**src/rtl/sqw_pkg.sv**
```systemverilog
package sqw_pkg;

    localparam int DATA_W    = 32;
    localparam int CNT_W     = 16;
    localparam int MODE_W    = 3;

    localparam int CNT_LSB   = 0;
    localparam int MODE_LSB  = CNT_LSB + CNT_W;
    localparam int DIAG_BIT  = MODE_LSB + MODE_W;
    localparam int LEVEL_BIT = DATA_W - 1;
    localparam int OE_BIT    = 0;

    localparam logic [MODE_W-1:0] MODE_TOGGLE = {MODE_W{1'b1}};

    typedef enum logic {
        SEL_CTRL = 1'b0,
        SEL_GEN  = 1'b1
    } sel_e;

    typedef struct packed {
        logic              diag;
        logic [MODE_W-1:0] mode;
        logic [CNT_W-1:0]  count;
    } ctrl_t;

    function automatic ctrl_t unpack_ctrl(input logic [DATA_W-1:0] d);
        ctrl_t c;
        c.count = d[CNT_LSB +: CNT_W];
        c.mode  = d[MODE_LSB +: MODE_W];
        c.diag  = d[DIAG_BIT];
        return c;
    endfunction

    function automatic logic [DATA_W-1:0] pack_ctrl(input ctrl_t c, input logic lvl);
        logic [DATA_W-1:0] d;
        d = '0;
        d[CNT_LSB +: CNT_W]   = c.count;
        d[MODE_LSB +: MODE_W] = c.mode;
        d[DIAG_BIT]           = c.diag;
        d[LEVEL_BIT]          = lvl;
        return d;
    endfunction

    function automatic logic is_toggle(input logic [MODE_W-1:0] m);
        return m == MODE_TOGGLE;
    endfunction

endpackage

```
**src/rtl/sqw_regs.sv**
```systemverilog
module sqw_regs
    import sqw_pkg::*;
(
    input  logic              clk,
    input  logic              rst,
    input  logic              wr_en,
    input  logic              wr_sel,
    input  logic [DATA_W-1:0] wr_data,
    output ctrl_t             ctrl_q,
    output logic              oe_q,
    output logic              restart
);

    logic wr_ctrl;
    logic wr_gen;

    always_comb begin
        wr_ctrl = wr_en && (wr_sel == SEL_CTRL);
        wr_gen  = wr_en && (wr_sel == SEL_GEN);
    end

    always_ff @(posedge clk) begin
        if (rst) begin
            ctrl_q <= '0;
        end else if (wr_ctrl) begin
            ctrl_q <= unpack_ctrl(wr_data);
        end
    end

    always_ff @(posedge clk) begin
        if (rst) begin
            oe_q <= 1'b0;
        end else if (wr_gen) begin
            oe_q <= wr_data[OE_BIT];
        end
    end

    assign restart = wr_ctrl;

endmodule

```
**src/rtl/sqw_tick.sv**
```systemverilog
module sqw_tick
    import sqw_pkg::*;
(
    input  logic              clk,
    input  logic              rst,
    input  logic              restart,
    input  logic [CNT_W-1:0]  count,
    input  logic [MODE_W-1:0] mode,
    output logic [CNT_W-1:0]  tick_cnt,
    output logic              level
);

    logic run;
    logic wrap;

    always_comb begin
        run  = is_toggle(mode);
        wrap = (tick_cnt == count);
    end

    always_ff @(posedge clk) begin
        if (rst || restart || !run) begin
            tick_cnt <= '0;
            level    <= 1'b0;
        end else if (wrap) begin
            tick_cnt <= '0;
            level    <= ~level;
        end else begin
            tick_cnt <= tick_cnt + 1'b1;
        end
    end

endmodule

```
**src/rtl/sqw_pin.sv**
```systemverilog
module sqw_pin (
    input  logic level,
    input  logic oe,
    output logic pin_level,
    output logic pin_oe
);

    always_comb begin
        pin_oe    = oe;
        pin_level = oe & level;
    end

endmodule

```
**src/rtl/sqw_irq_gen.sv**
```systemverilog
module sqw_irq_gen
    import sqw_pkg::*;
(
    input  logic              clk,
    input  logic              rst,
    input  logic              wr_en,
    input  logic              wr_sel,
    input  logic [DATA_W-1:0] wr_data,
    input  logic              rd_sel,
    output logic [DATA_W-1:0] rd_data,
    output logic              wave_out,
    output logic              wave_oe
);

    ctrl_t            ctrl_q;
    logic             oe_q;
    logic             restart;
    logic [CNT_W-1:0] tick_cnt;
    logic             level;

    sqw_regs u_regs (
        .clk     (clk),
        .rst     (rst),
        .wr_en   (wr_en),
        .wr_sel  (wr_sel),
        .wr_data (wr_data),
        .ctrl_q  (ctrl_q),
        .oe_q    (oe_q),
        .restart (restart)
    );

    sqw_tick u_tick (
        .clk      (clk),
        .rst      (rst),
        .restart  (restart),
        .count    (ctrl_q.count),
        .mode     (ctrl_q.mode),
        .tick_cnt (tick_cnt),
        .level    (level)
    );

    sqw_pin u_pin (
        .level     (level),
        .oe        (oe_q),
        .pin_level (wave_out),
        .pin_oe    (wave_oe)
    );

    always_comb begin
        if (rd_sel == SEL_GEN) begin
            rd_data         = '0;
            rd_data[OE_BIT] = oe_q;
        end else begin
            rd_data = pack_ctrl(ctrl_q, level);
        end
    end

endmodule

```
**config.mk**
```make
export PLATFORM = sky130hd
export DESIGN_NAME = sqw_irq_gen
export DESIGN_NICKNAME = d
export VERILOG_FILES = /design/src/rtl/sqw_pkg.sv /design/src/rtl/sqw_regs.sv /design/src/rtl/sqw_tick.sv /design/src/rtl/sqw_pin.sv /design/src/rtl/sqw_irq_gen.sv
export SDC_FILE = /design/constraint.sdc
export NUM_CORES = 1
export LEC_CHECK = 0
export CORE_AREA = 3 3 102 55
export DETAILED_ROUTE_END_ITERATION = 6
export DIE_AREA = 0 0 105 58
export GPL_TIMING_DRIVEN = 0
export PLACE_DENSITY = 0.81
export SLEW_MARGIN = 30
export SYNTH_ARGS = -nofsm -noshare
export SYNTH_HDL_FRONTEND = slang
export SYNTH_HIERARCHICAL = 1
export SYNTH_SLANG_ARGS = --single-unit
```
**constraint.sdc**
```tcl
create_clock -name clk -period 2.01 [get_ports clk]
set_input_delay 0.402 -clock clk [delete_from_list [all_inputs] [get_ports clk]]
set_output_delay 0.402 -clock clk [all_outputs]
set_load 0.005 [all_outputs]
```
# == After elaboration in Yosys (flattened, before gate mapping) ==
# Index checks and enable logic that the tools add are counted.
# Widths: inputs -> output; s select.
# totals
reg_bits,38
latch_bits,0
ramBits,0
rom_bits,0
inputBits,37
out_inout_bits,34
elab_cells,19
n_memories,0
# classes
addsub,1
n_mul,0
div,0
n_lt_le_gt_ge,0
eq_ne,2
shifts,0
muxes,1
bitwise_logic,3
n_reduce_logical,6
# op_table
op,count
$mux 32,1
$add 16x1->16 const B,1
$eq 16x16->1,1
$eq 3x3->1 const B,1
$logic_and 1x1->1,2
$logic_or 1x1->1,2
$not 1->1,2
$reduce_or 2->1,1
$and 1x1->1,1
$logic_not 1->1,1

# == Longest topological paths before layout ==
# Gate-level depths: netlist of the first run.
# logic_depth
ltp_word,5
ltp_mapped,6
ltp_nobuf,5

# == By module ==
# Netlist of the first run, hierarchy kept.
# modules_own_cells
mod,n_inst,cells_each,area_per_inst_um2,seq_area_each_um2
sqw_regs,1,95,973.4,420.4
sqw_tick,1,104,949.7,340.3
sqw_irq_gen,1,35,269.0,0.0
sqw_pin,1,2,13.8,0.0

# == Least setup slack after synthesis of the first run ==
# OpenSTA, ideal clock, no wires.
# synth_path
path_kind,reg-to-reg
start,register u_tick.tick_cnt[8]
end,register u_tick.level
setup_time_ns,0.121
arrival_time_ns,1.474
required_time_ns,1.889
path_slack_ns,0.415
stages_incl_launch_ff,5
path_buffers,0
synth_period_minus_slack_ns,1.595
path_cell_list,dfxtp_1 -> xnor2_1 -> nand4_1 -> nor4_4 -> mux2_4
# synth_between
elab_chain_cells,1
# synth_rtl
item,line_no,source
start: declaration,sqw_tick.sv:9,"output logic [CNT_W-1:0] tick_cnt,"
start signal: assignment,sqw_tick.sv:29,tick_cnt <= tick_cnt + 1'b1;
$eq 16x16->1,sqw_tick.sv:18,wrap = (tick_cnt == count);
end signal: assignment,sqw_tick.sv:27,level <= ~level;
end: declaration,sqw_tick.sv:10,output logic level
# Every way passes these cells.
# A chain may end at the register's enable or synchronous reset.

# == Worst setup path after layout of the first run ==
# layout_path
start,input port rd_sel
end,output port rd_data[31]
# layout_between
elab_chain_cells,1
# layout_rtl
item,line_no,source
start: declaration,sqw_irq_gen.sv:9,"input logic rd_sel,"
$mux 32,sqw_irq_gen.sv:50,if (rd_sel == SEL_GEN) begin
end: declaration,sqw_irq_gen.sv:10,"output logic [DATA_W-1:0] rd_data,"
# Every way passes these cells.

==> results.cfg, run 1 <==
[drt]
detailedRoute.firstPassIterationCount = 4
detail-route-antenna-nets = 0
detail_route.iter0.violations = 68
avgRoutedWirePerCell_um = 14.0
via_to_cell_ratio = 4.97
vias = 1849
route.detailed.drc = 0
wirelength_um = 5200

[grt]
grt_start_max_net_pins = 12
initial_antenna_violation_count = 0
grt_pass1_vias = 1832
track_usage_pct = 17.8
global_route.overflow_total = 0
global_route_wire_length_before_repair_um = 8760

[cts]
cts-buffers-inserted = 5
clk_pin_slew_ps = 70
cts.htree.levels = 2
cts_tree = yes
holdBufCountCts = 0
insertion_delay_ps = 290
ctsRootBufferMaster = clkbuf_8
clock-sinks = 38
cts_max_path_buffers = 2

[setup_path]
cp_slowest_cell = clkdlybuf4s50_1
setup.worst_path.start_class = primary input
r2r_setup_slack_ps = 160
critical_path.endpoint_type = primary output
crit_chain = dlygate4sd2_1, buf_6, nor2b_1, clkdlybuf4s50_1
critPathArrivalTime_ps = 1490
r2r_end = u_tick/level
cp_slowest_stage_delay_ps = 520
crit_required_ps = 1610
reg2reg_depth = 4
path_type_of_the_worst_setup_path = in2out
r2r_start = u_tick/tick_cnt[8]
critical_path.max_fanout = 10

[logic_synthesis]
synthDistinctLibCells = 37
synth_warnings = 6
seq_area_frac_synth_pct = 34.5
synth.ff_latch_count = 38
synth.area.top_cells = dfxtp_1, nand4bb_1, xnor2_1, nand2b_1, o21ai_1
synth_compound_area_share_pct = 6.86
synthDominantCellAreaShare_pct = 34.5
synth-simple-area-share_pct = 36.1
postSynth.topFlopCell = dfxtp_1
synth_cells = 236
syn_area_um2 = 2210
syn_avg_cell_area_um2 = 9.35
synth_xor_xnor_area_share_pct = 11.1
synth_fa_ha_area_share_pct = 0.567
synth_edf_count = 0
synth_top_family_by_area = simple AND/OR/NAND/NOR gates
async_flop_share_pct = 0
synth_top_area_cell = dfxtp_1
mux_cell_area_share_after_synthesis_pct = 1.36
synthMostInstantiatedCell = dfxtp_1
ys_top_cells_by_count = dfxtp_1, xnor2_1, nand2b_1, nand4bb_1, o21ai_1

[finish]
layout-area-overhead-vs-synth_pct = 32.3
final_layout_size_suffix_gt1_share_pct = 16.2
n_antenna_cell = 0
finalNetCount = 339
layout.core_utilization_pct = 60.6

[min_path]
min_delay_path_depth = 2
hold_path_end = u_regs/ctrl_q[19]
holdCritStartpoint = u_regs/ctrl_q[19]
hold_class = reg2reg

[die]
placementRows = 18
dieHeight_um = 58
start_util_pct = 45.8
die_area_um2 = 6090
floorplan.io_pins = 71
width_of_the_die_um = 105
fp.coreArea_um2 = 4820

[run_status]
run_status = finished, final reports clean

[flow_run]
max-cap-violations = 0

[sta]
timing_hold_violations_final = 0
period_share_pct = 94.2
finalSetupViolCount = 0
max_slew.worst_pin.slew_ps = 527
hold-worst-slack_ps = 489
final_max_slew_viol_count = 0
max_freq_mhz = 528
timing.max_slew.rel_slack_pct = 64.6
timing.final.ws_setup_ps = 116
fin_skew_ps = 5.95
rsz0062_at_grt = false
fin_crit_ps = 1890

[placed_design]
routabilityCongestion = 0.847
place.detailed.hpwl_um = 3920
portBuffers = 47
dp_worst_setup_slack_ps = -423

[power]
leakagePower_nw = 0.988
power.ir.vdd_worst_mv = 0.280
p_per_area_nw_per_um2 = 570
-- what timing repair did --
item | 4_1_cts | 5_1_grt
pin swaps | 1 | 0
resized for setup | 1 | 2
setup endpoints to repair | 31 | 5
setup buffers | 1 | 0
-- cells by family after synthesis --
| family | after synthesis |
|---|---|
| adder cells (fa/ha/maj) | 1 |
| other | 1 |
| AND/OR/NAND/NOR | 110 |
| XOR/XNOR | 28 |
| AO/OA/AOI/OAI | 26 |
| flip-flops | 38 |
| buffers and inverters | 30 |
| multiplexers | 2 |
-- stage by stage --
stage          std cells  total power (W)  TNS (ps)  instance area [um^2]
2_1_floorplan        246         0.000962         0                  2240
3_3_place_gp         363          0.00107     -5780                  2800
3_5_place_dp         363          0.00107     -7030                  2800
4_1_cts              372          0.00168         0                  2920
5_1_grt              372          0.00173         0                  2920
6_report             372          0.00166         0                  2920
-- layout make-up --
class / instances / area (um^2)
fillers: 443 / 1900
multi-input cells: 178 / 1280
flip-flops and latches: 38 / 761
repair buffers: 48 / 477
plain buffers: 27 / 195
clock buffers: 8 / 110
well taps: 70 / 87.6
inverters: 3 / 11.3
-- flip-flops by register name, summed over array words and instances (netlist names) --
register	flops
u_regs/ctrl_q	20
u_tick/tick_cnt	16
u_regs/oe_q	1
u_tick/level	1
-- per-layer routing --
layer	vias up	track usage [%]	wire, um
met4	0	6.17	65
li1	930	-	-
met3	6	3.23	208
met1	873	23.6	2510
met2	40	29.9	2410
met5	-	0	0
-- placed cells by master, fill, tap and decap left out, drive strengths merged, types with 2 or more instances in the layout --
cell | synthesis | layout
xnor2 | 23 | 23
buf | 23 | 24
clkdlybuf4s50 | 0 | 46
mux2 | 2 | 2
nor4 | 3 | 3
nor3 | 14 | 14
nand3 | 7 | 7
xor2 | 5 | 5
nand2 | 3 | 3
nor2 | 5 | 5
or3 | 2 | 2
conb | 1 | 11
nand2b | 20 | 20
and3 | 2 | 2
clkbuf | 4 | 12
inv | 3 | 3
a211oi | 2 | 2
nor2b | 21 | 21
dfxtp | 38 | 38
nand4bb | 20 | 20
nand4 | 9 | 9
o21ai | 21 | 21
-- worst max-delay path: cells and delay by family --
kind / cells / cell delay, ps
simple gates: 1 / 120
buf+inv: 3 / 970
-- worst max-delay path by stage --
stage                             from                  end  cells past startpoint
finish                          rd_sel          rd_data[31]                      4
global route        u_tick/tick_cnt[8]  u_tick/tick_cnt[12]                      5
CTS                             rd_sel          rd_data[31]                      4
detailed placement              wr_sel  u_tick/tick_cnt[12]                      7
global placement                wr_sel  u_tick/tick_cnt[14]                      7
floorplan           u_tick/tick_cnt[8]         u_tick/level                      4
-- report_power, final --
group / total (W) / internal (W) / switching (W)
logic: 0.000263 / 0.000154 / 0.000108
registers: 0.000793 / 0.000773 / 0.0000201
clock network: 0.000609 / 0.000346 / 0.000263
total: 0.00166 / 0.00127 / 0.000391
No activity file was read; power rests on OpenSTA's default activity.
==> inputs of run 2 (changes only) <==
CORE_AREA = 3 3 98 53   (was 3 3 102 55)
DIE_AREA = 0 0 101 56   (was 0 0 105 58)
PLACE_DENSITY = 0.8   (was 0.81)
SKIP_CTS_REPAIR_TIMING = 1   (was unset)
SYNTH_HIERARCHICAL = unset   (was 1)
==> results.cfg, run 2 <==
[run_status]
run_status = finished, final reports clean

[logic_synthesis]
synthDistinctLibCells = 31
synth_warnings = 0
synth_top_area_cell = dfxtp_1
mux_cell_area_share_after_synthesis_pct = 1.17
postSynth.topFlopCell = dfxtp_1
synth-simple-area-share_pct = 31.5
synth_edf_count = 0
synth_top_family_by_area = simple AND/OR/NAND/NOR gates
synth.area.top_cells = dfxtp_1, xnor2_1, nand2_1, nor2b_1, a21oi_1
syn_avg_cell_area_um2 = 8.23
synth_fa_ha_area_share_pct = 0.650
synth_cells = 234
synth_compound_area_share_pct = 6.37
synth_xor_xnor_area_share_pct = 13.2
synth.ff_latch_count = 38
seq_area_frac_synth_pct = 39.5
synthDominantCellAreaShare_pct = 39.5
synthMostInstantiatedCell = nand2_1
async_flop_share_pct = 0
ys_top_cells_by_count = nand2_1, dfxtp_1, xnor2_1
syn_area_um2 = 1930

[sta]
final_max_slew_viol_count = 0
max_freq_mhz = 543
rsz0062_at_grt = false
timing.final.ws_setup_ps = 168
finalSetupViolCount = 0
fin_skew_ps = 2.72
period_share_pct = 91.6
fin_crit_ps = 1840
timing_hold_violations_final = 0

[die]
start_util_pct = 43.9
floorplan.io_pins = 71
dieHeight_um = 56
fp.coreArea_um2 = 4380
placementRows = 17
width_of_the_die_um = 101
die_area_um2 = 5660

[grt]
global_route.overflow_total = 0
track_usage_pct = 17.1
grt_start_max_net_pins = 12
initial_antenna_violation_count = 0
grt_pass1_vias = 1648
global_route_wire_length_before_repair_um = 7790

[cts]
cts_tree = yes
insertion_delay_ps = 290
cts.htree.levels = 2
cts_max_path_buffers = 2
clk_pin_slew_ps = 70
clock-sinks = 38
ctsRootBufferMaster = clkbuf_8
cts-buffers-inserted = 5

[finish]
multiInputGateArea_um2 = 1060
finalInstanceArea_um2 = 2630
reg.largest.list = u_regs.ctrl_q: 20 flops, u_tick.tick_cnt: 16 flops
n_fill_cell = 372
flip_flop_count_of_the_largest_register_all_copies_and_words_added = 20
layout_commonest_cell = nand2_1
seqCellArea_um2 = 761
regMostFlops = u_regs.ctrl_q
final_cell_mix = nand2_1, clkdlybuf4s50_1, dfxtp_1
finalNetCount = 339
n_antenna_cell = 0
final_layout_size_suffix_gt1_share_pct = 10.9
layout-area-overhead-vs-synth_pct = 36.7

[drt]
wirelength_um = 4610
detail_route.iter0.violations = 67
avgRoutedWirePerCell_um = 12.8
route.detailed.drc = 0
via_to_cell_ratio = 4.79
detail-route-antenna-nets = 0
vias = 1721
detailedRoute.firstPassIterationCount = 4

[placed_design]
placed_area_um2 = 2500
dp_worst_setup_slack_ps = -260
place.detailed.hpwl_um = 3560
routabilityCongestion = 0.821
portBuffers = 47

[min_path]
hold_class = reg2reg
min_delay_path_depth = 2

[setup_path]
cp.depth = 5
crit_buf_inv = 2
critical_path.endpoint_type = flop
top_family_by_delay_on_critical_path = buffers and inverters
path_type_of_the_worst_setup_path = in2reg
setup.worst_path.start_class = primary input
reg2reg_depth = 5
crit_required_ps = 2220
cp_slowest_cell = clkdlybuf4s50_1
crit_chain = clkdlybuf4s50_1, nand2b_1, nand4_1, clkbuf_1, nor3_1
cp_slowest_stage_delay_ps = 520
critPathArrivalTime_ps = 2050
critical_path.max_fanout = 10

[power]
power.ir.vdd_worst_mv = 0.281
p_per_area_nw_per_um2 = 591
leakagePower_nw = 0.928
post-layout-total-power_w = 0.00156

[flow_run]
max-cap-violations = 0
[run 2: final timing paths]
kind                                          from            endpoint  slack (ps)
worst min-delay path             u_regs.ctrl_q[19]   u_regs.ctrl_q[19]         460
worst min register to register   u_regs.ctrl_q[19]   u_regs.ctrl_q[19]         460
worst max register to register  u_tick.tick_cnt[7]        u_tick.level         260
worst max-delay path                        wr_sel  u_tick.tick_cnt[7]         170
[run 2: final cells by class]
class / instances / area share, %
Multi-Input combinational cell: 180 / 40.3
Tap cell: 57 / 2.71
Inverter: 3 / 0.428
Timing Repair Buffer: 50 / 18.9
Clock inverter: 1 / 0.190
Buffer: 23 / 5.32
Clock buffer: 7 / 3.28
Sequential cell: 38 / 28.9
[run 2: worst min-delay path, delay by kind of cell (launching register included)]
kind,cells,cell delay (ps)
AO/OA/AOI/OAI,1,60
flip-flops,1,310
AND/OR/NAND/NOR,1,50
[run 2: routing by layer]
metal  vias to the layer above  GRT usage, %  wire (um)
met5                         -             0          0
met4                         0          4.55         48
li1                        883             -          -
met3                         7          4.76        226
met2                        41          27.1       2250
met1                       790          22.7       2090
[run 2: per-stage QoR]
step / hold slack (ps) / util (%) / instances / setup TNS [ps]
floorplan: 432 / - / 244 / 0
CTS: 459 / 59.3 / 356 / -4600
global route: 486 / 60.1 / 359 / 0
global placement: 440 / 57.2 / 348 / -4910
finish: 461 / 60.1 / 359 / 0
detailed placement: 449 / 57.2 / 348 / -5680
[run 2: power by group]
| group | internal, W | switching [W] |
|---|---|---|
| Clock | 0.000277 | 0.000259 |
| Sequential | 0.000772 | 0.0000174 |
| Combinational | 0.000131 | 0.0000990 |
[run 2: cell families (layout without fill, tap and decap cells)]
kind of cell | after synthesis | in the layout
AND/OR/NAND/NOR | 114 | 114
flip-flops | 38 | 38
XOR/XNOR | 29 | 29
buffers and inverters | 26 | 84
AO/OA/AOI/OAI | 23 | 23
multiplexers | 2 | 2
adder cells (fa/ha/maj) | 1 | 1
other | 1 | 11
